<file path="config.mk">
export PLATFORM = sky130hd
export DESIGN_NAME = adc_scan_seq
export DESIGN_NICKNAME = d
export VERILOG_FILES = /design/src/rtl/adc_scan_pkg.sv /design/src/rtl/adc_clk_div.sv /design/src/rtl/adc_sample_ram.sv /design/src/rtl/adc_scan_fsm.sv /design/src/rtl/adc_scan_seq.sv
export SDC_FILE = /design/constraint.sdc
export NUM_CORES = 1
export LEC_CHECK = 0
export ABC_CLOCK_PERIOD_IN_PS = 4800
export BUFFER_PORTS_ARGS = -buffer_cell sky130_fd_sc_hd__buf_2
export CAP_MARGIN = 40
export CORE_UTILIZATION = 30
export CTS_BUF_LIST = sky130_fd_sc_hd__clkbuf_8 sky130_fd_sc_hd__clkbuf_16
export CTS_CLUSTER_SIZE = 25
export DETAILED_ROUTE_END_ITERATION = 16
export PLACE_DENSITY = 0.49
export SLEW_MARGIN = 0
export SYNTH_ARGS = -nofsm -noshare
export SYNTH_HDL_FRONTEND = slang
export SYNTH_SLANG_ARGS = --single-unit
export TNS_END_PERCENT = 5
</file>
<file path="constraint.sdc">
create_clock -name clk -period 4.8 [get_ports clk]
set_input_delay 0.72 -clock clk [delete_from_list [all_inputs] [get_ports clk]]
set_output_delay 0.72 -clock clk [all_outputs]
set_load 0.01 [all_outputs]
</file>
<file path="src/rtl/adc_scan_pkg.sv">
`timescale 1ns/1ps
package adc_scan_pkg;

    typedef enum logic [1:0] {
        SCAN_IDLE  = 2'd0,
        SCAN_GAP   = 2'd1,
        SCAN_DWELL = 2'd2
    } scan_state_t;

endpackage

</file>
<file path="src/rtl/adc_clk_div.sv">
`timescale 1ns/1ps
module adc_clk_div #(
    parameter int DIV_W = 8
) (
    input  logic             clk,
    input  logic             rst_n,
    input  logic [DIV_W-1:0] div_ratio,
    output logic             adc_clk,
    output logic             fall_now
);

    localparam logic [DIV_W-1:0] MIN_DIV = DIV_W'(2);
    localparam logic [DIV_W-1:0] ONE     = DIV_W'(1);

    logic [DIV_W-1:0] cnt_q;
    logic [DIV_W-1:0] cnt_nx;
    logic [DIV_W-1:0] div_q;
    logic [DIV_W-1:0] div_eff;
    logic [DIV_W-1:0] half;

    always_comb begin
        div_eff  = (div_ratio < MIN_DIV) ? MIN_DIV : div_ratio;
        half     = div_q >> 1;
        cnt_nx   = (cnt_q >= div_q - ONE) ? '0 : cnt_q + ONE;
        fall_now = (cnt_nx == half);
    end

    // Period restarts when the count wraps; a new ratio is taken there.
    always_ff @(posedge clk or negedge rst_n) begin
        if (!rst_n) begin
            cnt_q   <= ONE;
            div_q   <= MIN_DIV;
            adc_clk <= 1'b0;
        end else begin
            cnt_q   <= cnt_nx;
            adc_clk <= (cnt_nx < half);
            if (cnt_nx == '0) begin
                div_q <= div_eff;
            end
        end
    end

endmodule

</file>
<file path="src/rtl/adc_sample_ram.sv">
`timescale 1ns/1ps
module adc_sample_ram #(
    parameter int DATA_W = 10,
    parameter int ADDR_W = 5
) (
    input  logic              clk,
    input  logic              wr_en,
    input  logic [ADDR_W-1:0] wr_addr,
    input  logic [DATA_W-1:0] wr_data,
    input  logic [ADDR_W-1:0] rd_addr,
    output logic [DATA_W-1:0] rd_data
);

    localparam int DEPTH = 1 << ADDR_W;

    logic [DATA_W-1:0] mem [DEPTH];

    always_ff @(posedge clk) begin
        if (wr_en) begin
            mem[wr_addr] <= wr_data;
        end
        rd_data <= mem[rd_addr];
    end

endmodule

</file>
<file path="src/rtl/adc_scan_fsm.sv">
`timescale 1ns/1ps
module adc_scan_fsm
    import adc_scan_pkg::*;
#(
    parameter int SEL_W    = 3,
    parameter int CH_W     = 5,
    parameter int SETTLE_W = 4,
    parameter int ADC_LAT  = 5
) (
    input  logic                clk,
    input  logic                rst_n,
    input  logic                tick,
    input  logic                run,
    input  logic [SETTLE_W-1:0] settle_cycles,
    output logic [CH_W-1:0]     ch,
    output logic                drive,
    output logic                wr_en,
    output logic                frame_done
);

    localparam int               CNT_W   = $clog2((1 << SETTLE_W) + ADC_LAT + 1);
    localparam logic [CH_W-1:0]  LAST_CH = '1;

    scan_state_t         state_q;
    scan_state_t         state_d;
    logic [CH_W-1:0]     ch_q;
    logic                drive_q;
    logic [CNT_W-1:0]    cnt_q;
    logic [SETTLE_W-1:0] settle_q;
    logic                done_q;

    logic at_capture;
    logic capture;
    logic last_ch;
    logic mux_edge;

    always_comb begin
        at_capture = (cnt_q == CNT_W'(settle_q) + CNT_W'(ADC_LAT));
        capture    = tick && (state_q == SCAN_DWELL) && at_capture;
        last_ch    = (ch_q == LAST_CH);
        mux_edge   = &ch_q[SEL_W-1:0];
    end

    // Next-state logic
    always_comb begin
        state_d = state_q;
        unique case (state_q)
            SCAN_IDLE: begin
                if (tick && run) state_d = SCAN_GAP;
            end
            SCAN_GAP: begin
                if (tick) state_d = SCAN_DWELL;
            end
            SCAN_DWELL: begin
                if (capture) begin
                    if (last_ch)       state_d = run ? SCAN_GAP : SCAN_IDLE;
                    else if (mux_edge) state_d = SCAN_GAP;
                    else               state_d = SCAN_DWELL;
                end
            end
            default: state_d = SCAN_IDLE;
        endcase
    end

    // State register
    always_ff @(posedge clk or negedge rst_n) begin
        if (!rst_n) state_q <= SCAN_IDLE;
        else        state_q <= state_d;
    end

    // Output and datapath register
    always_ff @(posedge clk or negedge rst_n) begin
        if (!rst_n) begin
            ch_q     <= '0;
            drive_q  <= 1'b0;
            cnt_q    <= '0;
            settle_q <= '0;
            done_q   <= 1'b0;
        end else begin
            done_q <= capture && last_ch;
            unique case (state_q)
                SCAN_IDLE: begin
                    drive_q <= 1'b0;
                    if (tick && run) begin
                        ch_q     <= '0;
                        settle_q <= settle_cycles;
                    end
                end
                SCAN_GAP: begin
                    if (tick) begin
                        drive_q <= 1'b1;
                        cnt_q   <= '0;
                    end
                end
                SCAN_DWELL: begin
                    if (capture) begin
                        ch_q  <= ch_q + 1'b1;
                        cnt_q <= '0;
                        if (mux_edge) drive_q <= 1'b0;
                    end else if (tick) begin
                        cnt_q <= cnt_q + 1'b1;
                    end
                end
                default: drive_q <= 1'b0;
            endcase
        end
    end

    assign ch         = ch_q;
    assign drive      = drive_q;
    assign wr_en      = capture;
    assign frame_done = done_q;

endmodule

</file>
<file path="src/rtl/adc_scan_seq.sv">
`timescale 1ns/1ps
module adc_scan_seq #(
    parameter int NUM_MUX  = 4,
    parameter int SEL_W    = 3,
    parameter int DATA_W   = 10,
    parameter int ADC_LAT  = 5,
    parameter int DIV_W    = 8,
    parameter int SETTLE_W = 4,
    parameter int MUX_W    = $clog2(NUM_MUX),
    parameter int CH_W     = MUX_W + SEL_W
) (
    input  logic                clk,
    input  logic                rst_n,
    input  logic                run,
    input  logic [DIV_W-1:0]    div_ratio,
    input  logic [SETTLE_W-1:0] settle_cycles,
    input  logic [DATA_W-1:0]   adc_data,
    output logic                adc_clk,
    output logic [SEL_W-1:0]    mux_sel,
    output logic [NUM_MUX-1:0]  mux_en,
    input  logic [CH_W-1:0]     rd_addr,
    output logic [DATA_W-1:0]   rd_data,
    output logic                frame_done
);

    logic            fall_now;
    logic [CH_W-1:0] ch;
    logic            drive;
    logic            wr_en;

    adc_clk_div #(
        .DIV_W (DIV_W)
    ) u_div (
        .clk       (clk),
        .rst_n     (rst_n),
        .div_ratio (div_ratio),
        .adc_clk   (adc_clk),
        .fall_now  (fall_now)
    );

    adc_scan_fsm #(
        .SEL_W    (SEL_W),
        .CH_W     (CH_W),
        .SETTLE_W (SETTLE_W),
        .ADC_LAT  (ADC_LAT)
    ) u_fsm (
        .clk           (clk),
        .rst_n         (rst_n),
        .tick          (fall_now),
        .run           (run),
        .settle_cycles (settle_cycles),
        .ch            (ch),
        .drive         (drive),
        .wr_en         (wr_en),
        .frame_done    (frame_done)
    );

    adc_sample_ram #(
        .DATA_W (DATA_W),
        .ADDR_W (CH_W)
    ) u_ram (
        .clk     (clk),
        .wr_en   (wr_en),
        .wr_addr (ch),
        .wr_data (adc_data),
        .rd_addr (rd_addr),
        .rd_data (rd_data)
    );

    assign mux_sel = ch[SEL_W-1:0];

    for (genvar m = 0; m < NUM_MUX; m++) begin : g_en
        assign mux_en[m] = drive && (ch[CH_W-1:SEL_W] == MUX_W'(m));
    end

endmodule

</file>
# ---- Word-level counts from Yosys, hierarchy flattened
# Memory sizes are Yosys's and may differ from the RTL's. A register that Yosys moved wholly into a read port is not among the register bits.
# Index checks and enable logic that the tools add are counted.
dict set report totals {
  ram_bits 320
  regBits 35
  n_memories 1
  inputBits 30
  out_inout_bits 19
  wordCells 72
}
dict set report op_classes {
  n_reduce_logical 19
  mux 22
  n_lt_le_gt_ge 3
  add_sub_neg 5
  eq_ne 13
}
# name words word_bits rd rd_clocked_by_memory_dff write_ports line_no
set memory_table {}
lappend memory_table {u_ram.mem 32 10 1 1 1 adc_sample_ram.sv:16} ;# logic [DATA_W-1:0] mem [DEPTH];
# op count
set ops {}
lappend ops {{$mux W5} 5}
lappend ops {{$pmux W5 S2} 2}
lappend ops {{$mux W8} 2}
lappend ops {{$reduce_and A3 Y1} 5}
lappend ops {{$add A5 B1 Y5 const B} 2}
lappend ops {{$mux W2} 5}
lappend ops {{$add A8 B1 Y8 const B} 1}
lappend ops {{$eq A8 B7 Y1} 1}
lappend ops {{$ge A8 B8 Y1} 1}
lappend ops {{$logic_and A1 B1 Y1} 8}
lappend ops {{$logic_not A8 Y1} 1}
lappend ops {{$lt A8 B2 Y1 const B} 1}
lappend ops {{$lt A8 B7 Y1} 1}
lappend ops {{$ne A2 B1 Y1 const B} 4}
lappend ops {{$sub A8 B1 Y8 const B} 1}
lappend ops {{$eq A2 B2 Y1 const B} 3}
lappend ops {{$mux W1} 6}
lappend ops {{$pmux W2 S3} 1}
lappend ops {{$add A4 B3 Y5 const B} 1}
lappend ops {{$eq A5 B5 Y1} 1}
lappend ops {{$eq A5 B5 Y1 const B} 1}
lappend ops {{$eq A2 B1 Y1 const B} 2}
lappend ops {{$logic_not A2 Y1} 2}
lappend ops {{$reduce_bool A2 Y1} 2}
lappend ops {{other kinds (3)} 3}

# ---- Longest topological paths before layout
# Gate-level depths: netlist of run 1.
dict set report depth {
  ltp_word 8
  ltp_mapped 18
  depth_no_buf 17
}

# ---- Hierarchy
# Synthesis of run 1 repeated with hierarchy kept, for this count alone.
dict set report hier_totals {
  hier_cells 974
  area_unflattened_um2 15403.5
}
# mod area_per_inst_um2 seq_area_each_um2 cells_per_inst n_inst
set by_module_without_submodules {}
lappend by_module_without_submodules {adc_sample_ram 12993.7 9809.4 733 1}
lappend by_module_without_submodules {adc_clk_div 1261.2 427.9 133 1}
lappend by_module_without_submodules {adc_scan_fsm 1111.1 450.4 104 1}
lappend by_module_without_submodules {adc_scan_seq 37.5 0.0 4 1}

# ---- Least setup slack after synthesis of run 1
# Ideal clock, no wire load.
dict set report synth_timing {
  path_type {reg-to-reg}
  startpoint {register u_div.div_q[1]}
  endpoint {memory u_ram.mem[13][0], enable pin}
  path_slack_ns 0.710
  arrival_time_ns 3.714
  required_time_ns 4.424
  setup_ns 0.376
  period_less_slack_ns 4.090
  stages_incl_launch_ff 18
  n_path_buf 2
  path_cell_list {dfstp_2 inv_1 ha_1 nand3_1 xnor2_1 ha_1 or4_1 a21oi_1 o31ai_1 clkbuf_1 nand2b_1 ha_1 nand4_1 nor2_1 o211a_1 buf_4 nand2_4 nor2_1}
}
dict set report synth_via {
  elab_chain_len 8
}
# item line_no
set synth_lines {}
lappend synth_lines {{from (decl)} adc_clk_div.sv:17} ;# logic [DIV_W-1:0] div_q;
lappend synth_lines {{from (signal assigned)} adc_clk_div.sv:38} ;# div_q <= div_eff;
lappend synth_lines {{$sub A8 B1 Y8} adc_clk_div.sv:24} ;# cnt_nx = (cnt_q >= div_q - ONE) ? '0 : cnt_q + ONE;
lappend synth_lines {{$ge A8 B8 Y1} adc_clk_div.sv:24}
lappend synth_lines {{$mux W8} adc_clk_div.sv:24}
lappend synth_lines {{$eq A8 B7 Y1 (*)} adc_clk_div.sv:25} ;# fall_now = (cnt_nx == half);
lappend synth_lines {{$logic_and A1 B1 Y1 (*) (2 in series)} adc_scan_fsm.sv:39} ;# capture = tick && (state_q == SCAN_DWELL) && at_capture;
lappend synth_lines {{$mux W1 (*)} adc_sample_ram.sv:19} ;# if (wr_en) begin
lappend synth_lines {{$mux W1 (implied by the code) (*)} adc_sample_ram.sv:20} ;# mem[wr_addr] <= wr_data;
lappend synth_lines {{to (decl)} adc_sample_ram.sv:16}
# Mark *: on every way between the ends. The rest lies on a longest branch, timed or not.

# ---- Worst setup path after layout of run 1
dict set report layout_timing {
  startpoint {register u_div.div_q[1]}
  endpoint {memory u_ram.mem[11][1], enable pin}
}
# Same word-level chain as after synthesis.

==> qor.yml, run 1 <==
status:
  status: "completed"
floorplanning:
  rows: 81
  core_mm2: 0.0490
  dieArea_mm2: 0.0505
  fp.dieW_um: 225
  die_h_um: 225
  start_util_pct: 30.4
  io-pin-count: 49
sta:
  slew_viol_final: 0
  finalClockSkew_ps: 28.4
  hold_viol: 0
  rsz0062_at_grt: "false"
  max_slew.worst_pin.slew_ps: 837
  setup_slack_ps: 356
  relSlewSlack_pct: 44.2
  fin_crit_ps: 4440
  fin_crit_sh_pct: 92.6
  fmax_mhz: 225
  final.setup.tns_ps: 0
  setup_viol_count_final: 0
power:
  p_per_area_mw_per_mm2: 442
  power_switching_share_pct: 25.7
  p_clk_share_pct: 37.9
  pwr-share-seq_pct: 48.2
  netSwitchingPower_mw: 1.98
  intPower_mw: 5.72
  p_comb_share_pct: 13.8
  p_leak_nw: 5.93
  irDropWorstVdd_v: 0.000300
clock_network:
  clockBufferDepth: 3
  clk_pin_slew_worst_paths_ps: 60
  hold_buffers: 0
  cts-htree-levels: 2
  cts_setup_buffers: 0
  cts_made_buffers: 40
  cts_tree: "built"
  clk_latency_ps: 570
  cts.sinks: 365
  postCtsResizedCells: 0
  cts-root-buf: "clkbuf_16"
worst_hold_path:
  worst_hold_path_type: "in2async"
place:
  port_buffers: 48
  pre_cts_ws_ps: 297
  dp.cells: 1468
  placedInstanceArea_mm2: 0.0161
  finalWeightedCongestion: 0.753
  dpl.hpwl_um: 22000
route:
  wl_met1_um: 17200
  first_pass_iters: 5
  initialDrtViolationCount: 630
  dr_wl_met2_um: 15300
  wirelength_um: 34900
  met3_wirelength_um: 1730
  via_per_inst: 4.77
  drtAntennaViolNets: 0
  route.top_layer_used: "met4"
  post-route-drc-count: 0
  routedWlPerCell_um: 22.7
  vias: 7342
synthesis:
  synth_seq_cells: 365
  synth-seq-area-share_pct: 71.8
  synth_area_mm2: 0.0149
  synthXorXnorAreaFrac_pct: 1.12
  synth_cell_types: 59
  synth_simple_gate_area_share_pct: 4.15
  syn-num-nets: 803
  synth_top_family_by_area: "multiplexers"
  synth_top_cell_by_area: "edfxtp_1"
  synthCells: 748
  ys_top_cells_by_area: "edfxtp_1 (65%), mux4_2 (15%), dfrtp_1 (5.5%)"
  synthMuxAreaShare_pct: 17.1
  synth.avg_cell_area_um2: 19.9
  yosys.area.top_type_share_pct: 64.6
  synth_compound_area_share_pct: 2.23
  synthAdderAreaFrac_pct: 2.10
  synth_edf_count: 320
  synthArstFlopShare_pct: 9.59
  yosysWarningCount: 0
  ys.flop_type: "edfxtp_1"
global_route:
  grt_pass1_vias: 7655
  grt_max_degree: 50
  grt_first_pass_wirelength_um: 52600
  gr-total-overflow: 0
  gr-usage-all-layers_pct: 14.4
  antenna_found_initial: 0
worst_setup_path:
  crit_path_max_fanout: 12
  endpoint_kind: "register"
  cp-start-kind: "register"
  crit_required_ps: 5050
  crit_arrival_ps: 4700
  worst-setup-path-type: "reg2reg"
layout:
  n_antenna_cell: 0
  layout.nets: 901
  final_area_mm2: 0.0174
  final_common_cell: "edfxtp_1"
  drive_gt1_share_pct: 31.6
  fin_cells: 1540
  final_cell_mix: "edfxtp_1 (320), mux4_2 (100), nor2_1 (49)"
  fillers: 4583
  syn2layout_area_growth_pct: 17.0
job:
  drv_cap: 0
[worst max-delay path, stage by stage, from the launching register on]
cell and delay, ps:
dfstp_2 550, inv_1 60, ha_1 200, nand3_1 120, xnor2_1 80, ha_1 210
or4_1 490, a21oi_1 150, o31ai_1 90, buf_4 190, nand2b_1 190, ha_1 280
nand4_1 110, nor2_1 200, o211a_1 390, nand2_1 240, nor2_1 350, buf_4 240
[layer usage]
| metal | vias to the layer above | GRT usage [%] |
|---|---|---|
| met5 | - | 0 |
| li1 | 3250 | - |
| met3 | 48 | 2.51 |
| met1 | 3857 | 21.8 |
| met2 | 187 | 20.8 |
| met4 | 0 | 4.41 |
[cell usage after synthesis (3+ instances only)]
master,count
mux2_2,17
nand2_4,3
nand3_1,14
buf_2,9
xnor2_1,13
o211ai_1,3
nor2_1,49
or3_1,3
nor3_1,4
o21ai_0,5
mux4_2,100
xor2_1,6
dfrtp_1,33
a21oi_1,7
nand4_1,3
inv_1,16
buf_4,6
clkbuf_1,19
dfxtp_1,10
edfxtp_1,320
mux2_1,4
mux2i_1,5
ha_1,25
nor4_1,5
and2_1,4
a22o_1,3
nand2_1,14
nand2b_1,8
[cell type report]
cell class              instances  area (um^2)  area share [%]
flip-flops and latches        365        10700            61.4
multi-input cells             332         3970            22.8
clock buffers                  44         1070            6.13
well taps                     664          831            4.77
repair buffers                 91          601            3.45
clock inverters                28          189            1.09
inverters                      16         60.1           0.345
[registers in the layout, summed over array words and instances (netlist names)]
signal	cells
u_fsm.ch	5
u_div.cnt_q	8
u_fsm.frame_done	1
u_fsm.state_q	2
u_ram.mem	320
u_fsm.cnt_q	5
u_fsm.drive	1
u_div.adc_clk	1
u_ram.rd_data	10
u_fsm.settle_q	4
u_div.div_q	8
[cell families after synthesis]
family	after synthesis
xor+xnor	19
mux	126
compound gates	41
simple gates	121
buf+inv	51
flops	365
fa+ha+maj	25
[per-stage QoR]
step / util, % / hold slack, ps / power [mW]
final: 35.6 / 129 / 7.70
after global routing: 35.6 / 149 / 8.06
after CTS: 35.6 / 113 / 7.81
after detailed placement: 33.0 / 515 / 4.87
after global placement: 32.9 / 512 / 4.85
after floorplan: - / 424 / 4.52
[worst paths after layout]
| path | start | endpoint | slack (ps) | cells after the start |
|---|---|---|---|---|
| max | u_div.div_q[1] | u_ram.mem[11][1] | 360 | 17 |
| max reg2reg | u_div.div_q[1] | u_ram.mem[11][1] | 360 | 17 |
| min reg2reg | u_div.div_q[1] | u_div.div_q[1] | 520 | 2 |
| max in group asynchronous | rst_n | u_fsm.ch[4] | 4210 | 2 |
| min in group clk | settle_cycles[3] | u_fsm.settle_q[3] | 380 | 2 |
| min | rst_n | u_div.div_q[3] | 130 | 1 |
[power groups by stage]
| stage | Clock, mW | Combinational (mW) | Sequential [mW] |
|---|---|---|---|
| finish | 2.92 | 1.07 | 3.71 |
| global route | 3.11 | 1.21 | 3.74 |
| CTS | 3.00 | 1.09 | 3.72 |
| detailed placement | 0 | 1.08 | 3.78 |
| global placement | 0 | 1.07 | 3.78 |
| floorplan | 0 | 0.787 | 3.73 |
Note: power is estimated with default switching activity, not from simulation.
==> run 2: changes to the inputs <==
--- a/config.mk
+++ b/config.mk
@@ -8,11 +8,11 @@
 export ABC_CLOCK_PERIOD_IN_PS = 4800
 export BUFFER_PORTS_ARGS = -buffer_cell sky130_fd_sc_hd__buf_2
 export CAP_MARGIN = 40
+export CORE_ASPECT_RATIO = 0.5
 export CORE_UTILIZATION = 30
 export CTS_BUF_LIST = sky130_fd_sc_hd__clkbuf_8 sky130_fd_sc_hd__clkbuf_16
 export CTS_CLUSTER_SIZE = 25
 export DETAILED_ROUTE_END_ITERATION = 16
-export PLACE_DENSITY = 0.49
 export SLEW_MARGIN = 0
 export SYNTH_ARGS = -nofsm -noshare
 export SYNTH_HDL_FRONTEND = slang
==> qor.yml, run 2 (synthesis gave the netlist of run 1 again) <==
sta:
  relSlewSlack_pct: 45.9
  rsz0062_at_grt: "false"
  setup_viol_count_final: 0
  fin_crit_ps: 4230
  finalClockSkew_ps: 25.4
  setup_slack_ps: 568
  fmax_mhz: 236
  final.setup.tns_ps: 0
  slew_viol_final: 0
  fin_crit_sh_pct: 88.2
  max_slew.worst_pin.slew_ps: 812
  hold_viol: 0
  holdWs_ps: 275
layout:
  final_cell_mix: "edfxtp_1 (320), mux4_2 (100), nor2_1 (49)"
  final_area_mm2: 0.0174
  largest_reg_flops: 320
  top_register: "u_ram.mem"
  multi_input_area_mm2: 0.00397
  drive_gt1_share_pct: 31.4
  top_regs: "u_ram.mem (320), u_ram.rd_data (10)"
  fin_util_pct: 35.6
  seq_area_mm2: 0.0107
  syn2layout_area_growth_pct: 16.7
  final_common_cell: "edfxtp_1"
  layout.nets: 896
  n_antenna_cell: 0
  fillers: 4458
floorplanning:
  io-pin-count: 49
  start_util_pct: 30.5
  core_mm2: 0.0487
  dieArea_mm2: 0.0506
  die_h_um: 159
  rows: 57
  fp.dieW_um: 317
worst_setup_path:
  crit_required_ps: 5020
  crit_path_max_fanout: 12
  cp-start-kind: "register"
  endpoint_kind: "register"
  crit_arrival_ps: 4450
  worst-setup-path-type: "reg2reg"
route:
  via_per_inst: 4.85
  drtAntennaViolNets: 0
  post-route-drc-count: 0
  wirelength_um: 33100
  vias: 7365
  first_pass_iters: 4
  initialDrtViolationCount: 721
  routedWlPerCell_um: 21.8
place:
  port_buffers: 48
  finalWeightedCongestion: 0.778
  placedInstanceArea_mm2: 0.0161
  dpl.hpwl_um: 21100
  pre_cts_ws_ps: 626
global_route:
  grt_max_degree: 47
  gr-total-overflow: 0
  gr-usage-all-layers_pct: 13.3
  grt_pass1_vias: 7531
  antenna_found_initial: 0
  grt_first_pass_wirelength_um: 49600
clock_network:
  clk_latency_ps: 540
  postCtsResizedCells: 0
  cts-htree-levels: 2
  cts_made_buffers: 37
  cts_tree: "built"
  hold_buffers: 0
  cts-root-buf: "clkbuf_16"
  cts.sinks: 365
  clockBufferDepth: 3
  clk_pin_slew_worst_paths_ps: 60
  cts_setup_buffers: 0
power:
  p_per_area_mw_per_mm2: 446
  irDropWorstVdd_v: 0.000184
  p_leak_nw: 5.90
status:
  status: "completed"
job:
  drv_cap: 0
worst_hold_path:
  worst_hold_path_type: "in2async"
[run 2: cell types whose count changed in the layout (fill, tap and decap cells not counted), sizes merged]
cell,delta
clkbuf,-6
bufinv,+4
inv,-4
buf,-2
clkinv,+2
[run 2: per-layer routing]
| metal | vias to the layer above | wire length, um | track usage (%) | share of wire, % |
|---|---|---|---|---|
| met5 | - | 0 | 0 | 0 |
| met4 | 0 | 796 | 4.00 | 2.4 |
| met3 | 42 | 1850 | 2.62 | 5.6 |
| met2 | 231 | 15700 | 21.0 | 47 |
| met1 | 3857 | 14700 | 18.5 | 45 |
| li1 | 3235 | - | - | - |
[run 2: critical path: stages (launching register included)]
cell and delay, ps:
dfstp_2 540, inv_1 60, ha_1 200, nand3_1 140, xnor2_1 100, ha_1 220, or4_1 490, a21oi_1 150
o31ai_1 90, buf_4 190, nand2b_1 170, ha_1 290, nand4_1 90, nor2_1 220, o211a_1 220, buf_4 210
nand2_4 170, nor2_1 140, buf_4 210
[run 2: power by group]
group / internal (mW) / switching [mW]
clock network: 1.72 / 1.21
registers: 3.57 / 0.151
logic: 0.492 / 0.589
[run 2: area by class of cell]
cell class                      instances  share of cell area [%]
Clock inverter                         30                    1.71
Clock buffer                           38                    5.48
Inverter                               16                   0.346
Timing Repair Buffer                   89                    3.37
Multi-Input combinational cell        332                    22.9
Sequential cell                       365                    61.6
Tap cell                              649                    4.68
[run 2: path summary, 6_finish.rpt]
kind / startpoint / end / slack, ps / depth (start not counted)
max in group asynchronous: rst_n / u_fsm.state_q[1] / 3990 / 1
min in group clk: settle_cycles[2] / u_fsm.settle_q[2] / 410 / 2
worst min-delay path: rst_n / u_div.div_q[0] / 270 / 1
worst max-delay path: u_div.div_q[1] / u_ram.mem[12][7] / 570 / 18
worst min register to register: u_div.div_q[1] / u_div.div_q[1] / 530 / 2
worst max register to register: u_div.div_q[1] / u_ram.mem[12][7] / 570 / 18
[run 2: metrics by stage]
| step | power (mW) | std cells |
|---|---|---|
| 2_1_floorplan | 4.52 | 748 |
| 4_1_cts | 7.80 | 1519 |
| 3_5_place_dp | 4.87 | 1451 |
| 5_1_grt | 8.05 | 1519 |
| 6_report | 7.74 | 1519 |
| 3_3_place_gp | 4.83 | 1450 |
==> run 3: changes to the inputs <==
--- a/config.mk
+++ b/config.mk
@@ -5,7 +5,7 @@
 export SDC_FILE = /design/constraint.sdc
 export NUM_CORES = 1
 export LEC_CHECK = 0
-export ABC_CLOCK_PERIOD_IN_PS = 4800
+export ABC_CLOCK_PERIOD_IN_PS = 3890
 export BUFFER_PORTS_ARGS = -buffer_cell sky130_fd_sc_hd__buf_2
 export CAP_MARGIN = 40
 export CORE_ASPECT_RATIO = 0.5
==> constraint.sdc (replaced) <==
create_clock -name clk -period 3.89 [get_ports clk]
set_input_delay 0.5835 -clock clk [delete_from_list [all_inputs] [get_ports clk]]
set_output_delay 0.5835 -clock clk [all_outputs]
set_load 0.005 [all_outputs]
==> qor.yml, run 3 (synthesis gave the netlist of run 1 again) <==
status:
  status: "completed"
clock_network:
  cts-root-buf: "clkbuf_16"
  cts_made_buffers: 37
  cts-htree-levels: 2
  cts_tree: "built"
  clk_pin_slew_worst_paths_ps: 60
  clockBufferDepth: 3
  clk_latency_ps: 540
  hold_buffers: 0
  cts.sinks: 365
sta:
  rsz0062_at_grt: "true"
  final.setup.tns_ps: 0
  setup_slack_ps: 38.2
  hold_viol: 0
  fin_crit_sh_pct: 99.0
  slew_viol_final: 0
  fin_crit_ps: 3850
  finalClockSkew_ps: 25.0
  holdWs_ps: 143
  fmax_mhz: 260
  setup_viol_count_final: 0
  max_slew.worst_pin.slew_ps: 841
  relSlewSlack_pct: 43.9
floorplanning:
  die_h_um: 159
  dieArea_mm2: 0.0506
  start_util_pct: 30.5
  core_mm2: 0.0487
  io-pin-count: 49
  rows: 57
  fp.dieW_um: 317
route:
  first_pass_iters: 5
  routedWlPerCell_um: 21.0
  initialDrtViolationCount: 559
  post-route-drc-count: 0
  vias: 7416
  via_per_inst: 4.82
  wirelength_um: 32300
  drtAntennaViolNets: 0
worst_setup_path:
  endpoint_kind: "register"
  worst-setup-path-type: "reg2reg"
  crit_required_ps: 4150
  crit_path_max_fanout: 5
  cp-start-kind: "register"
  r2r_cells: 18
  crit_arrival_ps: 4120
place:
  port_buffers: 48
  placedInstanceArea_mm2: 0.0166
  dpl.hpwl_um: 20700
  finalWeightedCongestion: 0.782
  dp.cells: 1459
  pre_cts_ws_ps: -56.7
global_route:
  grt_first_pass_wirelength_um: 49200
  gr-total-overflow: 0
  antenna_found_initial: 0
  gr-usage-all-layers_pct: 13.0
  grt_max_degree: 38
  grt_pass1_vias: 7680
worst_hold_path:
  worst_hold_path_type: "in2async"
layout:
  final_common_cell: "edfxtp_1"
  layout.nets: 917
  largest_reg_flops: 320
  final_area_mm2: 0.0183
  top_regs: "u_ram.mem (320), u_ram.rd_data (10)"
  seq_area_mm2: 0.0107
  fin_util_pct: 37.5
  multi_input_area_mm2: 0.00432
  syn2layout_area_growth_pct: 22.8
  n_antenna_cell: 0
  top_register: "u_ram.mem"
  fin_cells: 1539
  drive_gt1_share_pct: 39.3
  fillers: 4382
  final_cell_mix: "edfxtp_1 (320), mux4_2 (100), buf_2 (46)"
power:
  p_leak_nw: 6.10
  irDropWorstVdd_v: 0.000230
  p_per_area_mw_per_mm2: 532
  power_mw: 9.72
job:
  drv_cap: 0
-- run 3: cell types whose count changed in the layout (fill, tap and decap cells not counted), moves of 4 or more --
| cell | previous run | this run |
|---|---|---|
| nor2_1 | 49 | 16 |
| nor2_2 | 0 | 7 |
| ha_1 | 25 | 21 |
| buf_4 | 41 | 23 |
| buf_12 | 1 | 30 |
| nor2_4 | 0 | 26 |
| buf_6 | 0 | 8 |
| clkinv_1 | 7 | 2 |
-- run 3: critical path, stage by stage (launching register included) --
cell	delay [ps]
dfstp_2	570
inv_2	60
ha_4	170
xnor2_1	120
ha_1	290
or3_1	350
a21oi_1	170
o31ai_2	110
buf_4	160
nand2b_4	150
ha_4	260
nand4_1	100
nor2_2	140
o211a_1	220
buf_8	170
nand2_8	80
buf_12	150
nor2_4	130
clkbuf_16	170
-- run 3: routing by layer --
metal,vias to the layer above,track usage (%),share of wire [%]
met2,177,20.3,48
met5,-,0,0
met3,39,2.55,4.9
met4,0,3.13,1.7
li1,3288,-,-
met1,3912,18.5,46
-- run 3: timing repair --
action                     in CTS  in global routing
setup buffers                   0                  7
gates cloned                    1                  6
setup endpoints to repair     320                327
gates resized for setup        32                 47
pin swaps                       1                 22
-- run 3: path summary, 6_finish.rpt --
kind / end / slack (ps) / startpoint
worst min-delay path: u_div.cnt_q[2] / 140 / rst_n
worst max register to register: u_ram.mem[6][9] / 40 / u_div.div_q[1]
min in group clk: u_fsm.settle_q[3] / 270 / settle_cycles[3]
worst min register to register: u_fsm.settle_q[1] / 540 / u_fsm.settle_q[1]
max in group asynchronous: u_fsm.settle_q[1] / 3200 / rst_n
worst max-delay path: u_ram.mem[6][9] / 40 / u_div.div_q[1]
-- run 3: power breakdown --
group,total (mW),internal [mW],switching [mW]
combinational,1.57,0.744,0.823
sequential,4.61,4.40,0.201
clock,3.54,2.04,1.51
total,9.72,7.19,2.53
-- run 3: area by class of cell --
cell class                 instances  share of cell area, %
inverter                          16                  0.329
timing repair buffer             110                   6.34
clock inverter                    25                   1.16
clock buffer                      42                   5.57
multi-input combinational        332                   23.7
sequential                       365                   58.5
tap                              649                   4.44
